File: config.mk
export PLATFORM = sky130hd
export DESIGN_NAME = hsem_bank
export DESIGN_NICKNAME = d
export VERILOG_FILES = /design/src/rtl/hsem_pkg.sv /design/src/rtl/hsem_decode.sv /design/src/rtl/hsem_arb.sv /design/src/rtl/hsem_bank.sv
export SDC_FILE = /design/constraint.sdc
export NUM_CORES = 1
export LEC_CHECK = 0
export BUFFER_PORTS_ARGS = -buffer_cell sky130_fd_sc_hd__buf_4
export CAP_MARGIN = 20
export CELL_PAD_IN_SITES_DETAIL_PLACEMENT = 0
export CELL_PAD_IN_SITES_GLOBAL_PLACEMENT = 1
export CORE_MARGIN = 5
export CORE_UTILIZATION = 42
export CTS_CLUSTER_SIZE = 12
export DETAILED_ROUTE_END_ITERATION = 10
export GPL_TIMING_DRIVEN = 0
export HOLD_SLACK_MARGIN = 0.08
export PLACE_DENSITY = 0.82
export SLEW_MARGIN = 20
export SYNTH_ARGS = -nofsm -noshare
export SYNTH_HDL_FRONTEND = slang
export SYNTH_HIERARCHICAL = 1
export SYNTH_SLANG_ARGS = --single-unit
export TNS_END_PERCENT = 20
File: constraint.sdc
create_clock -name clk -period 2.9 [get_ports clk]
set_input_delay 0.58 -clock clk [delete_from_list [all_inputs] [get_ports clk]]
set_output_delay 0.58 -clock clk [all_outputs]
set_load 0.1 [all_outputs]
File: src/rtl/hsem_pkg.sv
package hsem_pkg;

    typedef enum logic [2:0] {
        OP_NONE   = 3'd0,
        OP_LOCK   = 3'd1,
        OP_UNLOCK = 3'd2,
        OP_STATUS = 3'd3,
        OP_OWNER  = 3'd4
    } hsem_op_e;

endpackage

File: src/rtl/hsem_decode.sv
module hsem_decode
    import hsem_pkg::*;
#(
    parameter int NSEM = 8,
    parameter int AW   = 8
) (
    input  logic [AW-1:0]                           addr,
    output hsem_op_e                                op,
    output logic [(NSEM > 1 ? $clog2(NSEM) : 1)-1:0] idx
);
    localparam int SW = (NSEM > 1) ? $clog2(NSEM) : 1;
    localparam logic [31:0] PAIR_END = 32'(8 * NSEM);
    localparam logic [31:0] STAT_OFF = 32'(8 * NSEM);
    localparam logic [31:0] OWN_OFF  = 32'(16 * NSEM);
    localparam logic [31:0] OWN_END  = 32'(20 * NSEM);

    logic [31:0] a32;
    logic [31:0] orel;

    always_comb begin
        a32  = 32'(addr);
        orel = a32 - OWN_OFF;
        op   = OP_NONE;
        idx  = '0;
        if ((a32 & 32'd3) == 32'd0) begin
            if (a32 < PAIR_END) begin
                idx = SW'(a32 >> 3);
                op  = ((a32 & 32'd4) != 32'd0) ? OP_UNLOCK : OP_LOCK;
            end else if (a32 == STAT_OFF) begin
                op = OP_STATUS;
            end else if (a32 >= OWN_OFF && a32 < OWN_END) begin
                idx = SW'(orel >> 2);
                op  = OP_OWNER;
            end
        end
    end
endmodule

File: src/rtl/hsem_arb.sv
module hsem_arb #(
    parameter int NPORT = 2
) (
    input  logic [NPORT-1:0] req,
    output logic [NPORT-1:0] gnt
);
    logic taken;

    always_comb begin
        gnt   = '0;
        taken = 1'b0;
        for (int i = 0; i < NPORT; i++) begin
            if (req[i] && !taken) begin
                gnt[i] = 1'b1;
                taken  = 1'b1;
            end
        end
    end
endmodule

File: src/rtl/hsem_bank.sv
module hsem_bank
    import hsem_pkg::*;
#(
    parameter int NSEM  = 8,
    parameter int NPORT = 2,
    parameter int AW    = 8,
    parameter int DW    = 32,
    parameter int IDW   = 8
) (
    input  logic                  clk,
    input  logic                  rst_n,
    input  logic [NPORT-1:0]      req_rd,
    input  logic [NPORT-1:0]      req_wr,
    input  logic [NPORT*AW-1:0]   req_addr,
    input  logic [NPORT*DW-1:0]   req_wdata,
    output logic [NPORT-1:0]      rsp_valid,
    output logic [NPORT*DW-1:0]   rsp_rdata
);
    localparam int SW = (NSEM > 1) ? $clog2(NSEM) : 1;
    localparam int PW = (NPORT > 1) ? $clog2(NPORT) : 1;

    typedef struct packed {
        logic [NSEM-1:0]           held;
        logic [NSEM-1:0][IDW-1:0]  owner;
        logic [NPORT-1:0]          vld;
        logic [NPORT-1:0][DW-1:0]  rdata;
    } hsem_state_t;

    hsem_state_t st_d, st_q;

    hsem_op_e        op_p  [NPORT];
    logic [SW-1:0]   idx_p [NPORT];
    logic [NPORT-1:0] gnt;

    hsem_op_e        win_op;
    logic [SW-1:0]   win_idx;
    logic [PW-1:0]   win_pidx;
    logic [DW-1:0]   win_wdata;
    logic [DW-1:0]   win_rdata;
    logic            win_any;
    logic            win_rd;

    // Per-port address decode
    for (genvar p = 0; p < NPORT; p++) begin : g_dec
        hsem_decode #(.NSEM(NSEM), .AW(AW)) u_dec (
            .addr (req_addr[p*AW +: AW]),
            .op   (op_p[p]),
            .idx  (idx_p[p])
        );
        assign rsp_rdata[p*DW +: DW] = st_q.rdata[p];
    end

    // One access per cycle: lowest port index wins
    hsem_arb #(.NPORT(NPORT)) u_arb (
        .req (req_rd | req_wr),
        .gnt (gnt)
    );

    always_comb begin
        win_any   = |gnt;
        win_rd    = 1'b0;
        win_op    = OP_NONE;
        win_idx   = '0;
        win_pidx  = '0;
        win_wdata = '0;
        for (int p = 0; p < NPORT; p++) begin
            if (gnt[p]) begin
                win_rd    = req_rd[p];
                win_op    = op_p[p];
                win_idx   = idx_p[p];
                win_pidx  = PW'(p);
                win_wdata = req_wdata[p*DW +: DW];
            end
        end
    end

    always_comb begin
        st_d      = st_q;
        st_d.vld  = req_rd;
        st_d.rdata = '0;
        win_rdata = '0;
        if (win_any) begin
            if (win_rd) begin
                case (win_op)
                    OP_LOCK: begin
                        if (!st_q.held[win_idx]) begin
                            st_d.held[win_idx] = 1'b1;
                            win_rdata          = DW'(1);
                        end
                    end
                    OP_UNLOCK: st_d.held[win_idx] = 1'b0;
                    OP_STATUS: win_rdata = DW'(st_q.held);
                    OP_OWNER:  win_rdata = DW'(st_q.owner[win_idx]);
                    default:   win_rdata = '0;
                endcase
            end else if (win_op == OP_OWNER) begin
                st_d.owner[win_idx] = IDW'(win_wdata);
            end
        end
        for (int p = 0; p < NPORT; p++) begin
            if (gnt[p] && req_rd[p]) begin
                st_d.rdata[p] = win_rdata;
            end
        end
    end

    always_ff @(posedge clk or negedge rst_n) begin
        if (!rst_n) begin
            st_q <= '0;
        end else begin
            st_q <= st_d;
        end
    end

    assign rsp_valid = st_q.vld;

    // ------------------------------------------------------------------
    // Assertions
    // ------------------------------------------------------------------
    logic win_lock, win_unlock, win_status, win_undef;
    assign win_lock   = win_any && win_rd && (win_op == OP_LOCK);
    assign win_unlock = win_any && win_rd && (win_op == OP_UNLOCK);
    assign win_status = win_any && win_rd && (win_op == OP_STATUS);
    assign win_undef  = win_any && win_rd && (win_op == OP_NONE);

    p_lock_grant_r2: assert property (@(posedge clk) disable iff (!rst_n)
        (win_lock && !st_q.held[win_idx]) |=>
            (st_q.held[$past(win_idx)] && st_q.rdata[$past(win_pidx)] == DW'(1)))
        else $error("p_lock_grant_r2");

    p_lock_busy_r3: assert property (@(posedge clk) disable iff (!rst_n)
        (win_lock && st_q.held[win_idx]) |=>
            (st_q.rdata[$past(win_pidx)] == '0 && st_q.held == $past(st_q.held)))
        else $error("p_lock_busy_r3");

    p_unlock_frees_r4: assert property (@(posedge clk) disable iff (!rst_n)
        win_unlock |=> !st_q.held[$past(win_idx)])
        else $error("p_unlock_frees_r4");

    p_status_pure_r6: assert property (@(posedge clk) disable iff (!rst_n)
        win_status |=> (st_q.held == $past(st_q.held)))
        else $error("p_status_pure_r6");

    p_undef_quiet_r7: assert property (@(posedge clk) disable iff (!rst_n)
        win_undef |=> (st_q.rdata[$past(win_pidx)] == '0 &&
                       st_q.held == $past(st_q.held) &&
                       st_q.owner == $past(st_q.owner)))
        else $error("p_undef_quiet_r7");

    for (genvar p = 0; p < NPORT; p++) begin : g_lose_chk
        p_loser_zero_r8: assert property (@(posedge clk) disable iff (!rst_n)
            (req_rd[p] && !gnt[p]) |=> (st_q.vld[p] && st_q.rdata[p] == '0))
            else $error("p_loser_zero_r8");
    end
endmodule

After elaboration in Yosys (flattened, before gate mapping)
Cells that the tools add are included.
{"block": "totals", "register_bits": 138, "in_bits": 86}
{"block": "op_classes", "n_mux": 45, "n_eq_ne": 7, "magnitude_cmp": 8, "reduce_logical": 13, "n_bitwise": 5, "addsub": 2}
{"operator": "32-bit 2-to-1 mux", "n": 4}
{"operator": "32-bit one-hot mux with 3 select lines", "n": 1}
{"operator": "64-bit bitwise mux", "n": 1}
{"operator": "32-bit zero test", "n": 2}
{"operator": "3-bit 2-to-1 mux", "n": 20}
{"operator": "8-bit 2-to-1 mux", "n": 5}
{"operator": "8-bit binary-select mux with 3-bit select", "n": 1}
{"operator": "8-bit demux with 3-bit select", "n": 1}
{"operator": "8-bit by 7-bit equality test with 1-bit output, second input constant", "n": 2}
{"operator": "8-bit >= comparator, second input constant", "n": 2}
{"operator": "8-bit by 7-bit < comparator with 1-bit output, second input constant", "n": 2}
{"operator": "8-bit < comparator, second input constant", "n": 2}
{"operator": "8-bit one-hot mux with 2 select lines", "n": 1}
{"operator": "5-bit by 1-bit subtractor with 5-bit output, second input constant", "n": 2}
{"operator": "8-bit bitwise AND", "n": 1}
{"operator": "8-bit inverter", "n": 1}
{"operator": "8-bit bitwise OR", "n": 1}
{"operator": "1-bit 2-to-1 mux", "n": 7}
{"operator": "3-bit by 2-bit equality test with 1-bit output, second input constant", "n": 2}
{"operator": "1-bit logical AND", "n": 6}
{"operator": "3-bit by 4-bit < comparator with 1-bit output, second input constant", "n": 1}
{"operator": "2-bit 2-to-1 mux", "n": 2}
{"operator": "4-bit AND reduction", "n": 1}
{"operator": "1-bit binary-select mux with 3-bit select", "n": 1}
{"operator": "other kinds (11)", "n": 11}

Depth between registers and ports, before layout
{"block": "depth", "ltp_word": 15, "mapped_depth": 12, "ltp_nobuf": 8}

By module
Netlist, hierarchy kept.
{"module": "hsem_bank", "n_inst": 1, "cells_each": 533, "area_per_inst_um2": 4941.0}
{"module": "hsem_decode at g_dec[0].u_dec", "n_inst": 1, "cells_each": 19, "area_per_inst_um2": 142.6}
{"module": "hsem_decode at g_dec[1].u_dec", "n_inst": 1, "cells_each": 19, "area_per_inst_um2": 133.9}
{"module": "hsem_arb", "n_inst": 1, "cells_each": 2, "area_per_inst_um2": 21.3}

Worst setup path after synthesis
Ideal clock, no wire load.
{"block": "synth_timing", "kind": "input-to-reg", "from": "in req_addr[1]", "to": "reg st_q (netlist bit rsp_rdata[39])", "path_stages": 9, "path_slack_ps": 149, "t_arrival_ps": 2678, "path_buffers": 1, "t_required_ps": 2827, "cell_sequence": "or3_1 > a21oi_1 > nand4bb_1 > and2_1 > clkbuf_1 > o21ai_0 > a22o_1 > o41ai_1 > nor2b_1"}
{"element": "start, declared", "line_no": "hsem_bank.sv:14", "rtl": "input logic [NPORT*AW-1:0] req_addr,"}
{"element": "end signal, assigned", "line_no": "hsem_bank.sv:111", "rtl": "st_q <= st_d;"}
{"element": "end, declared", "line_no": "hsem_bank.sv:29", "rtl": "hsem_state_t st_d, st_q;"}

==> flow_summary.yaml <==
power_and_ir_drop:
  p_leak_nw: 3.06
  p_clk_frac: 0.391
  p_seq_frac: 0.415
  swShare: 0.321
  comb_power_share: 0.194
  ir_drop_mv: 0.269
  p_switching_mw: 0.996
  p_int_mw: 2.11
  powerDensity_nw_per_um2: 481
global_route:
  grt_pass1_wl_mm: 23.0
  grt_antenna_before_repair: 0
  grt_use_total: 0.199
  overflow: 0
  grt_pass1_vias: 4192
  grt_max_degree: 91
route:
  drtAntennaViolNets: 0
  wl_mm: 14.8
  drcViolationCount: 0
  drt_pass1_iterations: 4
  vias: 4520
  drtIter0Drc: 284
  via_per_inst: 5.29
  wl_per_cell_um: 17.3
synth:
  yosysWarningCount: 6
  yosysMostFrequentCell: "nand2_1"
  synth_area_um2: 5240
  synth_top_area_share: 0.430
  synth.area.top_cells: "dfrtp_1, buf_4, nand2_1, o21ai_0, mux2_2"
  synth_commonest_cells: "nand2_1, dfrtp_1, buf_4, o21ai_0, a21oi_1"
  synth_cell_type_count: 65
  seq_area_frac_synth: 0.430
  synth_edf_count: 0
  synth_seq_cells: 90
  postSynth.asyncResetShare: 1.00
  synth_area_leader_cell: "dfrtp_1"
  synth_ff_type: "dfrtp_1"
  postSynthAreaPerCell_um2: 9.14
  syn-instance-count: 573
setup_path:
  critPathMaxFanout: 9
  crit_required_ps: 3160
  arrival_ps: 3090
  crit_type: "input pin to flip-flop"
  startpoint_type: "input pin"
  crit_path_end_kind: "flip-flop"
timing:
  tns_ps: 0
  min_period_over_period: 0.973
  clock_skew_ps: 7.90
  fmax_ghz: 0.354
  finalSetupViolCount: 0
  worst_pin_slew_ps: 797
  period_minus_slack_ps: 2820
  max_slew_margin: 0.469
  slew_violations: 0
  hold_viol: 0
  rsz0062_at_grt: "true"
cells_and_area:
  layout-drive-gt1-share: 0.306
  area_delta_synth_final_pct: 23.4
  stdcell_count: 855
  num-nets-final: 768
  nFillCells: 1142
  diodes: 0
placed_design:
  hpwlAfterDp_mm: 11.0
  place_congestion: 0.936
  dp.cells: 841
  portBuffers: 53
floorplan:
  die_w_um: 122
  io_pins: 152
  coreArea_um2: 12100
  rows: 40
  die_h_um: 122
  initial_core_util: 0.433
  die_area_um2: 14800
clocking:
  cts_tree: "yes"
  ctsLongestPathBuffers: 2
  cts_hold_buffers: 0
  root_buffer: "clkbuf_16"
  htree_levels: 3
  cts_inserted_buffers: 9
  clock-sinks: 90
  worstSkewPairLatency_ps: 340
  clk_pin_slew_worst_paths_ps: 70
flow_run:
  maxCapViolCount: 0
min_path:
  hold_class: "input pin to async pin"
run_status:
  status: "complete, no violations"
cell families (layout without fill, tap and decap cells):
family,Yosys count,in the layout,share of synthesized area
other cells,1,48,0.000716
buf+inv,99,166,0.128
mux,17,17,0.0363
flops,90,90,0.430
simple gates,203,203,0.207
compound gates,163,163,0.198
worst paths after layout:
check | cells after the start | to | from | slack [ps]
setup / recovery | 11 | rsp_rdata[39] | req_addr[1] | 80
hold / removal | 1 | st_q[95] | rst_n | 310
setup reg to reg | 6 | rsp_rdata[0] | flip-flop | 1000
min in group clk | 1 | rsp_valid[1] | req_rd[1] | 380
hold reg to reg | 2 | st_q[121] | st_q[121] | 480
max in group asynchronous | 1 | rsp_rdata[3] | rst_n | 2060
per-stage QoR:
step	power, mW	setup WS (ps)	hold slack, ps	cell area [um^2]	utilization
finish	3.11	78.1	306	6470	0.534
global route	3.21	-42.9	374	6470	0.534
CTS	3.11	10.6	373	6380	0.527
detailed placement	1.90	-663	467	6020	0.497
global placement	1.89	-610	458	6020	0.497
floorplan	1.78	149	284	5420	-
power groups by stage:
stage / registers [mW] / clock network, mW / logic [mW]
floorplan: 1.31 / 0 / 0.468
global placement: 1.31 / 0 / 0.579
detailed placement: 1.31 / 0 / 0.586
CTS: 1.29 / 1.23 / 0.591
global route: 1.29 / 1.28 / 0.637
finish: 1.29 / 1.22 / 0.602
metal layers:
| layer | up-vias | part of all wire | GRT usage |
|---|---|---|---|
| met4 | 0 | 0.025 | 0.0665 |
| met1 | 2158 | 0.43 | 0.275 |
| met5 | - | 0 | 0 |
| met2 | 183 | 0.46 | 0.315 |
| li1 | 2150 | - | - |
| met3 | 29 | 0.079 | 0.0413 |
flip-flops by register name (all words and copies together) (netlist names), named ones only:
signal and flops:
rsp_rdata 16, rsp_valid 2, st_q 64
worst max-delay path, cell delays in order:
cell	delay, ps
buf_4	120
or3_1	500
a21oi_1	160
buf_2	220
nand4bb_1	190
and2_1	130
buf_2	220
o22ai_1	120
a22o_1	240
o41ai_4	420
nor2b_1	190
placed cells by master, fill, tap and decap left out, drive strengths merged, types with 7 or more instances in the layout:
cell / n
a31oi: 8
dfrtp: 90
a21oi: 26
nand2: 93
mux2: 16
o21ai: 72
nor2b: 9
clkbuf: 16
nand3b: 13
nand2b: 7
a22oi: 7
and2: 17
conb: 48
inv: 10
nand3: 16
nor2: 14
buf: 138
what timing repair did:
action	4_1_cts	5_1_grt
pin swaps	1	0
buffers inserted	0	0
gates resized for setup	13	22
setup endpoints to repair	60	47
layout make-up:
class | count | area (um^2) | area share
Inverter | 5 | 18.8 | 0.00290
Sequential cell | 90 | 2250 | 0.348
Tap cell | 168 | 210 | 0.0325
Clock inverter | 7 | 81.3 | 0.0126
Multi-Input combinational cell | 431 | 2630 | 0.406
Timing Repair Buffer | 53 | 402 | 0.0621
Buffer | 92 | 649 | 0.100
Clock buffer | 9 | 225 | 0.0348
Note: power is estimated with default switching activity, not from simulation.
